`src/rtl/ivc_pkg.sv`:
```
package ivc_pkg;
  localparam int VW = 16;
  localparam logic [VW-1:0] VEC_NONE     = 16'h0000;
  localparam logic [VW-1:0] VEC_ILLOP    = 16'hFFF8;
  localparam logic [VW-1:0] VEC_SWI      = 16'hFFF6;
  localparam logic [VW-1:0] VEC_NMI      = 16'hFFF4;
  localparam logic [VW-1:0] VEC_SER      = 16'hFFD6;
  localparam logic [VW-1:0] VEC_GEN_BASE = 16'hFFD8;
  localparam logic [VW-1:0] VEC_RSV_TOP  = 16'hFFD5;

  typedef enum logic [2:0] {
    WIN_NONE, WIN_SER, WIN_GEN, WIN_NMI, WIN_SWI, WIN_ILLOP
  } win_t;
endpackage

```
`src/rtl/ivc_ser_gate.sv`:
```
module ivc_ser_gate #(
  parameter int N_EVT = 5,
  parameter int N_EN  = 4
) (
  input  logic [N_EVT-1:0] evt,
  input  logic [N_EN-1:0]  en,
  output logic             any
);
  logic [N_EVT-1:0] gated;

  // events beyond the last enable all share the final enable bit
  for (genvar g = 0; g < N_EVT; g++) begin : g_evt
    localparam int EI = (g < N_EN) ? g : N_EN - 1;
    assign gated[g] = evt[g] & en[EI];
  end

  assign any = |gated;
endmodule

```
`src/rtl/ivc_pick.sv`:
```
module ivc_pick #(
  parameter int N  = 14,
  localparam int IW = (N > 1) ? $clog2(N) : 1
) (
  input  logic [N-1:0]  req,
  output logic          valid,
  output logic [IW-1:0] idx
);
  // highest index wins
  always_comb begin
    valid = 1'b0;
    idx   = '0;
    for (int k = 0; k < N; k++) begin
      if (req[k]) begin
        valid = 1'b1;
        idx   = IW'(k);
      end
    end
  end
endmodule

```
`src/rtl/ivc_mask.sv`:
```
module ivc_mask (
  input  logic clk,
  input  logic rst,
  input  logic wr,
  input  logic i_in,
  input  logic x_in,
  input  logic take,
  input  logic take_nmi,
  output logic i_q,
  output logic x_q
);
  logic i_d, x_d;

  always_comb begin
    i_d = i_q;
    x_d = x_q;
    if (wr) begin
      i_d = i_in;
      x_d = x_q & x_in;
    end
    if (take) begin
      i_d = 1'b1;
      if (take_nmi) x_d = 1'b1;
    end
  end

  always_ff @(posedge clk) begin
    if (rst) begin
      i_q <= 1'b1;
      x_q <= 1'b1;
    end else begin
      i_q <= i_d;
      x_q <= x_d;
    end
  end
endmodule

```
`src/rtl/irq_vector_ctrl.sv`:
```
module irq_vector_ctrl
  import ivc_pkg::*;
#(
  parameter int NUM_SRC = 14,
  parameter int SER_EVT = 5,
  parameter int SER_EN  = 4
) (
  input  logic               clk,
  input  logic               rst,
  input  logic [SER_EVT-1:0] ser_evt,
  input  logic [SER_EN-1:0]  ser_en,
  input  logic [NUM_SRC-1:0] per_req,
  input  logic [NUM_SRC-1:0] per_en,
  input  logic               nmi_req,
  input  logic               illop_req,
  input  logic               swi_req,
  input  logic               mask_wr,
  input  logic               mask_i_in,
  input  logic               mask_x_in,
  input  logic               ack,
  output logic               irq_pend,
  output logic [VW-1:0]      irq_vec,
  output logic [VW-1:0]      taken_vec,
  output logic               mask_i,
  output logic               mask_x
);
  localparam int IW = (NUM_SRC > 1) ? $clog2(NUM_SRC) : 1;

  logic          ser_any;
  logic          gen_valid;
  logic [IW-1:0] gen_idx;
  logic [NUM_SRC-1:0] gen_live;
  win_t          win;
  logic [VW-1:0] win_vec;
  logic          take;
  logic          took_nmi_q;

  ivc_ser_gate #(.N_EVT(SER_EVT), .N_EN(SER_EN)) u_ser (
    .evt (ser_evt),
    .en  (ser_en),
    .any (ser_any)
  );

  assign gen_live = per_req & per_en;

  ivc_pick #(.N(NUM_SRC)) u_pick (
    .req   (gen_live),
    .valid (gen_valid),
    .idx   (gen_idx)
  );

  always_comb begin
    win = WIN_NONE;
    if (illop_req)                   win = WIN_ILLOP;
    else if (swi_req)                win = WIN_SWI;
    else if (nmi_req && !mask_x)     win = WIN_NMI;
    else if (!mask_i && gen_valid)   win = WIN_GEN;
    else if (!mask_i && ser_any)     win = WIN_SER;
  end

  always_comb begin
    unique case (win)
      WIN_ILLOP: win_vec = VEC_ILLOP;
      WIN_SWI:   win_vec = VEC_SWI;
      WIN_NMI:   win_vec = VEC_NMI;
      WIN_GEN:   win_vec = VEC_GEN_BASE + VW'({gen_idx, 1'b0});
      WIN_SER:   win_vec = VEC_SER;
      default:   win_vec = VEC_NONE;
    endcase
  end

  assign take = ack & irq_pend;

  always_ff @(posedge clk) begin
    if (rst) begin
      irq_pend   <= 1'b0;
      irq_vec    <= VEC_NONE;
      took_nmi_q <= 1'b0;
      taken_vec  <= VEC_NONE;
    end else begin
      irq_pend   <= (win != WIN_NONE);
      irq_vec    <= win_vec;
      took_nmi_q <= (win == WIN_NMI);
      if (take) taken_vec <= irq_vec;
    end
  end

  ivc_mask u_mask (
    .clk      (clk),
    .rst      (rst),
    .wr       (mask_wr),
    .i_in     (mask_i_in),
    .x_in     (mask_x_in),
    .take     (take),
    .take_nmi (took_nmi_q),
    .i_q      (mask_i),
    .x_q      (mask_x)
  );
endmodule

```
`config.mk`:
```
export PLATFORM = sky130hd
export DESIGN_NAME = irq_vector_ctrl
export DESIGN_NICKNAME = d
export VERILOG_FILES = /design/src/rtl/ivc_pkg.sv /design/src/rtl/ivc_ser_gate.sv /design/src/rtl/ivc_pick.sv /design/src/rtl/ivc_mask.sv /design/src/rtl/irq_vector_ctrl.sv
export SDC_FILE = /design/constraint.sdc
export NUM_CORES = 1
export LEC_CHECK = 0
export BUFFER_PORTS_ARGS = -buffer_cell sky130_fd_sc_hd__buf_4
export CORE_ASPECT_RATIO = 2
export CORE_UTILIZATION = 38
export CTS_CLUSTER_DIAMETER = 80
export DETAILED_ROUTE_END_ITERATION = 8
export MAX_ROUTING_LAYER = met4
export PLACE_DENSITY = 0.79
export SLEW_MARGIN = 20
export SYNTH_ARGS = -nofsm -noshare
export SYNTH_HDL_FRONTEND = slang
export SYNTH_SLANG_ARGS = --single-unit
```
`constraint.sdc`:
```
create_clock -name clk -period 1.9 [get_ports clk]
set_clock_uncertainty 0.05 [all_clocks]
set_input_delay 0.285 -clock clk [delete_from_list [all_inputs] [get_ports clk]]
set_output_delay 0.285 -clock clk [all_outputs]
set_load 0.05 [all_outputs]
```
### Yosys cells after proc, flatten, opt, wreduce, memory -nomap -nowiden

Index checks and enable logic that the tools add are counted.

| storage, ports and cells | value |
|---|---|
| register bits after elaboration | 36 |
| output and inout port bits | 35 |

| operators by class | value |
|---|---|
| add/sub/neg operators | 1 |
| equality and inequality tests | 5 |
| multiplexer cells | 36 |
| bitwise operators | 8 |
| reductions and logical operators | 8 |

Operator list:

| operator | number |
|---|---|
| $pmux W16 S5 | 1 |
| $mux W4 | 6 |
| $mux W1 | 19 |
| $mux W3 | 6 |
| $and A14 B14 Y14 | 1 |
| $add A7 B6 Y8 const A | 1 |
| $mux W2 | 4 |
| $and A1 B1 Y1 | 7 |
| $eq A3 B2 Y1 const B | 2 |
| $eq A3 B3 Y1 const B | 2 |
| $reduce_or A5 Y1 | 1 |
| $eq A3 B1 Y1 const B | 1 |
| $logic_and A1 B1 Y1 | 3 |
| $reduce_bool A3 Y1 | 1 |
| $logic_not A1 Y1 | 2 |
| $reduce_or A2 Y1 | 1 |

### Depth between registers and ports, before layout

Gate-level depths: netlist of run 1.

| depth | value |
|---|---|
| word-level depth | 22 |
| mapped depth | 6 |

### Hierarchy

Synthesis of run 1 repeated with hierarchy kept, for this count alone.

| second synthesis, totals | value |
|---|---|
| cell total of the unflattened synthesis | 132 |
| area, all modules | 1018.5 um^2 |

By module, submodules not included:

| module | times used | cells an instance | area an instance (um^2) |
|---|---|---|---|
| irq_vector_ctrl | 1 | 98 | 795.8 |
| ivc_pick | 1 | 24 | 130.1 |
| ivc_mask | 1 | 7 | 73.8 |
| ivc_ser_gate | 1 | 3 | 18.8 |

### Worst setup path after synthesis of run 1

No wires, ideal clock.

| timing | value |
|---|---|
| kind | register to register |
| start | reg u_mask.x_q |
| end | reg irq_vec[1] |
| library setup time | 0.059 ns |
| data arrival time | 1.625 ns |
| data required time | 1.791 ns |
| path slack | 0.166 ns |
| stages on the path, launching flop included | 6 |
| buffers on the path | 0 |
| path through | dfxtp_1 nor2b_1 nor3_1 inv_1 a2111oi_2 o31a_1 |

| between the ends | value |
|---|---|
| word-level cells in the longest chain between the ends | 7 |
| elaborated cells between the ends (all ways) | 11 |
| those cells by class | 5 x eq/ne; 4 x mux; 2 x reduce/logical |

RTL lines:

| what | line | source |
|---|---|---|
| start: declaration | ivc_mask.sv:10 | `output logic x_q` |
| start signal: assignment | ivc_mask.sv:30 | `x_q <= 1'b1;` |
| start signal: assignment | ivc_mask.sv:33 | `x_q <= x_d;` |
| $logic_not A1 Y1 (*) | irq_vector_ctrl.sv:56 | `else if (nmi_req && !mask_x) win = WIN_NMI;` |
| $logic_and A1 B1 Y1 (*) | irq_vector_ctrl.sv:56 |  |
| $mux W2 (*) | irq_vector_ctrl.sv:56 |  |
| $mux W3 (*) | irq_vector_ctrl.sv:55 | `else if (swi_req) win = WIN_SWI;` |
| $mux W3 (*) | irq_vector_ctrl.sv:54 | `if (illop_req) win = WIN_ILLOP;` |
| $eq A3 B1 Y1, or another cell as far along | irq_vector_ctrl.sv:62 | `unique case (win)` |
| $pmux W16 S5 (*) | irq_vector_ctrl.sv:62 |  |
| end signal: assignment | irq_vector_ctrl.sv:82 | `irq_vec <= win_vec;` |
| end: declaration | irq_vector_ctrl.sv:22 | `output logic [VW-1:0] irq_vec,` |

Every way passes the cells marked *; elsewhere a longest branch is shown, timed or not.
A chain may end at the register's enable or synchronous reset.

### Worst setup path after layout of run 1

| timing | value |
|---|---|
| start | in per_req[4] |
| end | reg irq_vec[2] |

| between the ends | value |
|---|---|
| word-level cells in the longest chain between the ends | 18 |
| elaborated cells between the ends (all ways) | 33 |
| those cells by class | 1 x add/sub; 5 x eq/ne; 25 x mux; 1 x bitwise; 1 x reduce/logical |

RTL lines:

| what | line | source |
|---|---|---|
| start: declaration | irq_vector_ctrl.sv:12 | `input logic [NUM_SRC-1:0] per_req,` |
| $and A14 B14 Y14 (*) | irq_vector_ctrl.sv:44 | `assign gen_live = per_req & per_en;` |
| $mux W1 (10 in series) | ivc_pick.sv:14 | `if (req[k]) begin` |
| $logic_and A1 B1 Y1 | irq_vector_ctrl.sv:57 | `else if (!mask_i && gen_valid) win = WIN_GEN;` |
| $mux W2 | irq_vector_ctrl.sv:57 |  |
| $mux W2 | irq_vector_ctrl.sv:56 |  |
| $mux W3 | irq_vector_ctrl.sv:55 |  |
| $mux W3 | irq_vector_ctrl.sv:54 |  |
| $eq A3 B1 Y1, or another cell as far along | irq_vector_ctrl.sv:62 |  |
| $pmux W16 S5 (*) | irq_vector_ctrl.sv:62 |  |

Marks and branches as above.

==> out/metrics.yaml, run 1 <==
setup_viol: 0
p_leak_nw: 0.7133
via_per_inst: 5.399
hold_buffers: 0
path_class: "in -> reg"
avgSynthCellArea_um2: 8.390
gr-usage-all-layers: 0.2161
path_clk_slew_ns: 0.06
drt-total-wl_um: 2859
ys_seq_area_frac: 0.3208
area_growth_pct: 52.13
required_ns: 2.00
synth_edf_count: 0
num_antenna_cells: 0
drc: 0
path_max_fanout: 5
synth-seq-cells: 16
dp_hpwl_um: 2437
maxCapViolCount: 0
synthArstFlopShare: 0
instances_no_fill: 208
grt_overflow_total: 0
ir_drop_mv: 0.3331
cts_tree: "done"
grt_pass1_vias: 1100
layout_min_cycle_time_ns: 1.461
setup_tns_ns: 0
wire_per_inst_um: 13.75
ys_top_cells_by_area: "dfxtp_1 32%, buf_4 16%, a21oi_1 5.5%"
yosysUniqueCellTypes: 36
power_frac_comb: 0.371
ys_warn_count: 0
postSynthCellCount: 119
crit_path_end_kind: "flip-flop"
layout_worst_path_cycle_share: 0.7688
fmax_mhz: 684.6
dr_total_vias: 1123
die-width_um: 38.25
initial_core_util: 0.3986
synth.cell_area_um2: 998.5
dieArea_um2: 2849
grt_pass1_wl_um: 4202
htreeDepth: 1
synth_top_area_cell: "dfxtp_1"
place_congestion: 0.8027
die_y_um: 74.49
startpoint_type: "input pin"
grt_max_degree: 17
portBuffers: 78
slew_violations: 0
place_inst: 204
core_um2: 2505
ant_nets: 0
synthFlopType: "dfxtp_1"
p_switching_mw: 0.3717
hold_violations: 0
cts.path.max_buffers: 2
clk_latency_ns: 0.25
first_pass_iters: 4
cts_resized: 0
cts_sinks: 16
outcome: "finished clean"
cts_setup_buffers: 0
drt_iter0_markers: 20
p_seq_frac: 0.352
antenna_found_initial: 0
cts_root_buffer: "clkbuf_8"
cts_buffers: 3
intPower_mw: 0.6872
worst_hold_path_type: "in -> reg"
drive_above_1_share: 0.4833
arrival_ns: 1.56
p_sw_frac: 0.3510
final_nets: 228
io_pins: 81
rsz0062_at_grt: "no"
clockPowerShare: 0.277
p_per_area_nw_per_um2: 697.1
rows: 26
synth_top_area_frac: 0.3208
[power groups by stage]
stage | Sequential [mW] | Combinational, mW | Clock, mW
finish | 0.373 | 0.393 | 0.293
floorplan | 0.432 | 0.211 | 0
CTS | 0.373 | 0.393 | 0.298
detailed placement | 0.380 | 0.392 | 0
global placement | 0.379 | 0.384 | 0
global route | 0.375 | 0.414 | 0.308
[worst max-delay path, stage by stage]
cell      delay (ns)
buf_4           0.11
a22oi_1         0.31
and4_1          0.30
nand3_1         0.21
a311oi_1        0.34
[cells in the mapped netlist, types with 2 or more instances]
| library cell | number |
|---|---|
| a211oi_1 | 2 |
| a21oi_1 | 11 |
| a22o_1 | 4 |
| a22oi_1 | 5 |
| a31oi_1 | 2 |
| a32o_1 | 2 |
| a41oi_1 | 2 |
| buf_4 | 21 |
| dfxtp_1 | 16 |
| nand2_1 | 14 |
| nand2b_1 | 3 |
| nand3_1 | 8 |
| nor2_1 | 6 |
[cells in the final DEF, fill, tap and decap left out, drive strengths merged, types with 2 or more instances in the layout]
| master | netlist | routed |
|---|---|---|
| nor2 | 6 | 6 |
| nand2 | 14 | 14 |
| nor3 | 2 | 2 |
| a211oi | 2 | 2 |
| a22oi | 6 | 6 |
| a22o | 4 | 4 |
| a31oi | 2 | 2 |
| a21oi | 11 | 11 |
| a21o | 2 | 2 |
| nand2b | 3 | 3 |
| buf | 22 | 79 |
| clkbuf | 1 | 4 |
| nand3 | 8 | 8 |
| conb | 1 | 2 |
| a32o | 2 | 2 |
| dfxtp | 16 | 16 |
| a41oi | 2 | 2 |
[cells by family after synthesis]
logic type      after synthesis  share of synthesized area
buf+inv                      24                     0.1704
flops                        16                     0.3208
mux                           1                    0.01003
compound gates               38                     0.2920
other cells                   1                   0.003756
fa+ha+maj                     1                    0.01253
simple gates                 38                     0.1905
[worst paths after layout]
kind / from / cells after the start / end / slack, ns
hold reg to reg: taken_vec[2]$_SDFFE_PP0P_ / 2 / taken_vec[2]$_SDFFE_PP0P_ / 0.41
setup / recovery: per_req[4] / 5 / irq_vec[2]$_SDFF_PP0_ / 0.44
hold / removal: swi_req / 2 / took_nmi_q$_SDFF_PP0_ / 0.18
setup reg to reg: u_mask.x_q$_SDFF_PP1_ / 5 / irq_vec[1]$_SDFF_PP0_ / 0.62
[sequential cells by signal, indices dropped and copies added (netlist names)]
signal and flops:
taken_vec 6, took_nmi_q 1, irq_vec 6, irq_pend 1
u_mask.x_q 1, u_mask.i_q 1
[cell type report]
type | instances | area (um2)
fillers | 220 | 985.9
repair buffers | 79 | 593.1
multi-input cells | 80 | 511.7
flip-flops and latches | 16 | 320.3
clock buffers | 4 | 55.05
well taps | 28 | 35.03
inverters | 1 | 3.754
[layer usage]
layer,GRT usage,share of wire,vias up
met3,0.02985,0.087,6
met4,0.1111,0.023,0
met2,0.4614,0.60,70
met1,0.1386,0.29,504
li1,-,-,543
met5,-,0,-
[metrics by stage]
step	hold slack, ns	utilization	total power, mW	setup WS (ns)	cell area (um2)
after floorplan	0.3071	-	0.6432	0.1657	1002
after global placement	0.3904	0.5844	0.7631	0.2378	1464
after detailed placement	0.3983	0.5844	0.7723	0.1852	1464
after CTS	0.1785	0.6064	1.064	0.4353	1519
after global routing	0.1842	0.6064	1.097	0.3977	1519
final	0.1849	0.6064	1.059	0.4393	1519
Power figures use the tool's default switching activity.
==> run 2: changes to the inputs <==
--- a/config.mk
+++ b/config.mk
@@ -7,11 +7,11 @@
 export LEC_CHECK = 0
 export BUFFER_PORTS_ARGS = -buffer_cell sky130_fd_sc_hd__buf_4
 export CORE_ASPECT_RATIO = 2
-export CORE_UTILIZATION = 38
+export CORE_UTILIZATION = 35
 export CTS_CLUSTER_DIAMETER = 80
 export DETAILED_ROUTE_END_ITERATION = 8
 export MAX_ROUTING_LAYER = met4
-export PLACE_DENSITY = 0.79
+export PLACE_DENSITY = 0.76
 export SLEW_MARGIN = 20
 export SYNTH_ARGS = -nofsm -noshare
 export SYNTH_HDL_FRONTEND = slang
==> constraint.sdc (replaced) <==
create_clock -name clk -period 1.2 [get_ports clk]
set_clock_uncertainty 0.05 [all_clocks]
set_input_delay 0.18 -clock clk [delete_from_list [all_inputs] [get_ports clk]]
set_output_delay 0.18 -clock clk [all_outputs]
set_load 0.05 [all_outputs]
==> run 2 against run 1 <==
Against the previous run: the flow now finishes with violations (negative setup slack); critical endpoint is now irq_vec[1]$_SDFF_PP0_; critical path type unchanged; die area up 8.2%; register-to-register slack got worse by 0.66 ns; global-route usage rose by 0.37 points; combinational power grew 82%; routed wire length up 15%.
==> out/metrics.yaml, run 2 (synthesized netlist as in run 1, its figures left out) <==
setup_viol: 4
nFillCells: 229
cts_tree: "done"
die-width_um: 39.77
portBuffers: 78
place_inst: 215
drt_iter0_markers: 17
dpl_cell_area_um2: 1578
cts_buffers: 3
hold_violations: 0
p_per_area_nw_per_um2: 983.6
path_class: "in -> reg"
grt_pass1_vias: 1193
final_core_util: 0.6360
wire_per_inst_um: 14.82
instances_no_fill: 222
htreeDepth: 1
layout_worst_path_cycle_share: 1.062
fmax_mhz: 784.9
layout_min_cycle_time_ns: 1.274
ant_nets: 0
drive_above_1_share: 0.6114
die_y_um: 77.54
drt-total-wl_um: 3291
num_antenna_cells: 0
dp_hpwl_um: 2572
core_um2: 2736
dp_worst_setup_slack_ns: -0.3585
p_leak_nw: 0.7946
crit_path_end_kind: "flip-flop"
gr-usage-all-layers: 0.2198
place_congestion: 0.8576
grt_max_degree: 17
initial_core_util: 0.3649
grt_overflow_total: 0
slew_violations: 0
cts_root_buffer: "clkbuf_8"
path_max_fanout: 2
reg_top3: "irq_vec (6), taken_vec (6)"
final_cell_mix: "87 x buf_4, 14 x nand2_1, 11 x dfxtp_1"
via_per_inst: 5.446
rsz0062_at_grt: "yes"
area_growth_pct: 74.31
startpoint_type: "input pin"
io_pins: 81
cts_sinks: 16
final_common_cell: "buf_4"
arrival_ns: 1.41
drc: 0
cts.path.max_buffers: 2
required_ns: 1.34
maxCapViolCount: 0
antenna_found_initial: 0
clk_latency_ns: 0.24
first_pass_iters: 4
ir_drop_mv: 0.5319
rows: 27
fin_ws_ns: -0.07406
dieArea_um2: 3083
grt_pass1_wl_um: 4816
worst_hold_path_type: "in -> reg"
final_nets: 241
hold_buffers: 0
stdcell_area_um2: 1740
violations: "negative setup slack"
dr_total_vias: 1209
path_clk_slew_ns: 0.06
outcome: "complete, but fails checks"
setup_tns_ns: -0.1486
run 2: cell count changes in the layout (fill, tap and decap cells not counted), moves of 2 or more:
cell,previous run,this run
buf_6,0,5
dfxtp_1,16,11
a22o_1,4,2
a41oi_2,0,2
a41oi_1,2,0
a22o_4,0,2
dfxtp_2,0,4
buf_4,79,87
run 2: worst paths after layout:
path	start	end	slack (ns)	cells after the start
hold / removal	swi_req	took_nmi_q$_SDFF_PP0_	0.1	2
setup reg to reg	u_mask.x_q$_SDFF_PP1_	irq_vec[1]$_SDFF_PP0_	-0.04	5
setup / recovery	per_req[8]	irq_vec[1]$_SDFF_PP0_	-0.07	6
hold reg to reg	took_nmi_q$_SDFF_PP0_	u_mask.x_q$_SDFF_PP1_	0.40	2
run 2: cell type report:
class / count / area, um2 / share of cell area
well taps: 29 / 36.28 / 0.02085
clock buffers: 4 / 45.04 / 0.02588
inverters: 1 / 3.754 / 0.002157
flip-flops and latches: 16 / 329.1 / 0.1891
multi-input cells: 80 / 616.8 / 0.3544
repair buffers: 92 / 709.4 / 0.4076
run 2: stage by stage:
step                      power [mW]  hold WS, ns
after global placement         1.251       0.3345
after global routing           1.784      0.09993
final                          1.712      0.09624
after floorplan                1.029       0.1950
after CTS                      1.684      0.07751
after detailed placement       1.267       0.3398
run 2: power by group:
| part | switching, mW | internal (mW) |
|---|---|---|
| logic | 0.423 | 0.293 |
| registers | 0.0312 | 0.560 |
| clock network | 0.169 | 0.235 |
run 2: per-layer routing:
metal,wire (um),GRT usage
met1,975,0.1993
met2,1934,0.3967
met3,242,0.01714
met4,138,0.1310
met5,0,-
run 2: timing repair:
item / in CTS / in global routing
endpoints found under the setup margin: 5 / 7
resized for setup: 8 / 10
setup buffers: 1 / 3
endpoints found under the hold margin: 0 / 0
pin swaps: 10 / 10
run 2: critical path: stages:
cell and delay [ns]:
buf_6 0.10, buf_4 0.13, a32o_1 0.24, a22o_1 0.23, a2111oi_4 0.34, o31a_1 0.19
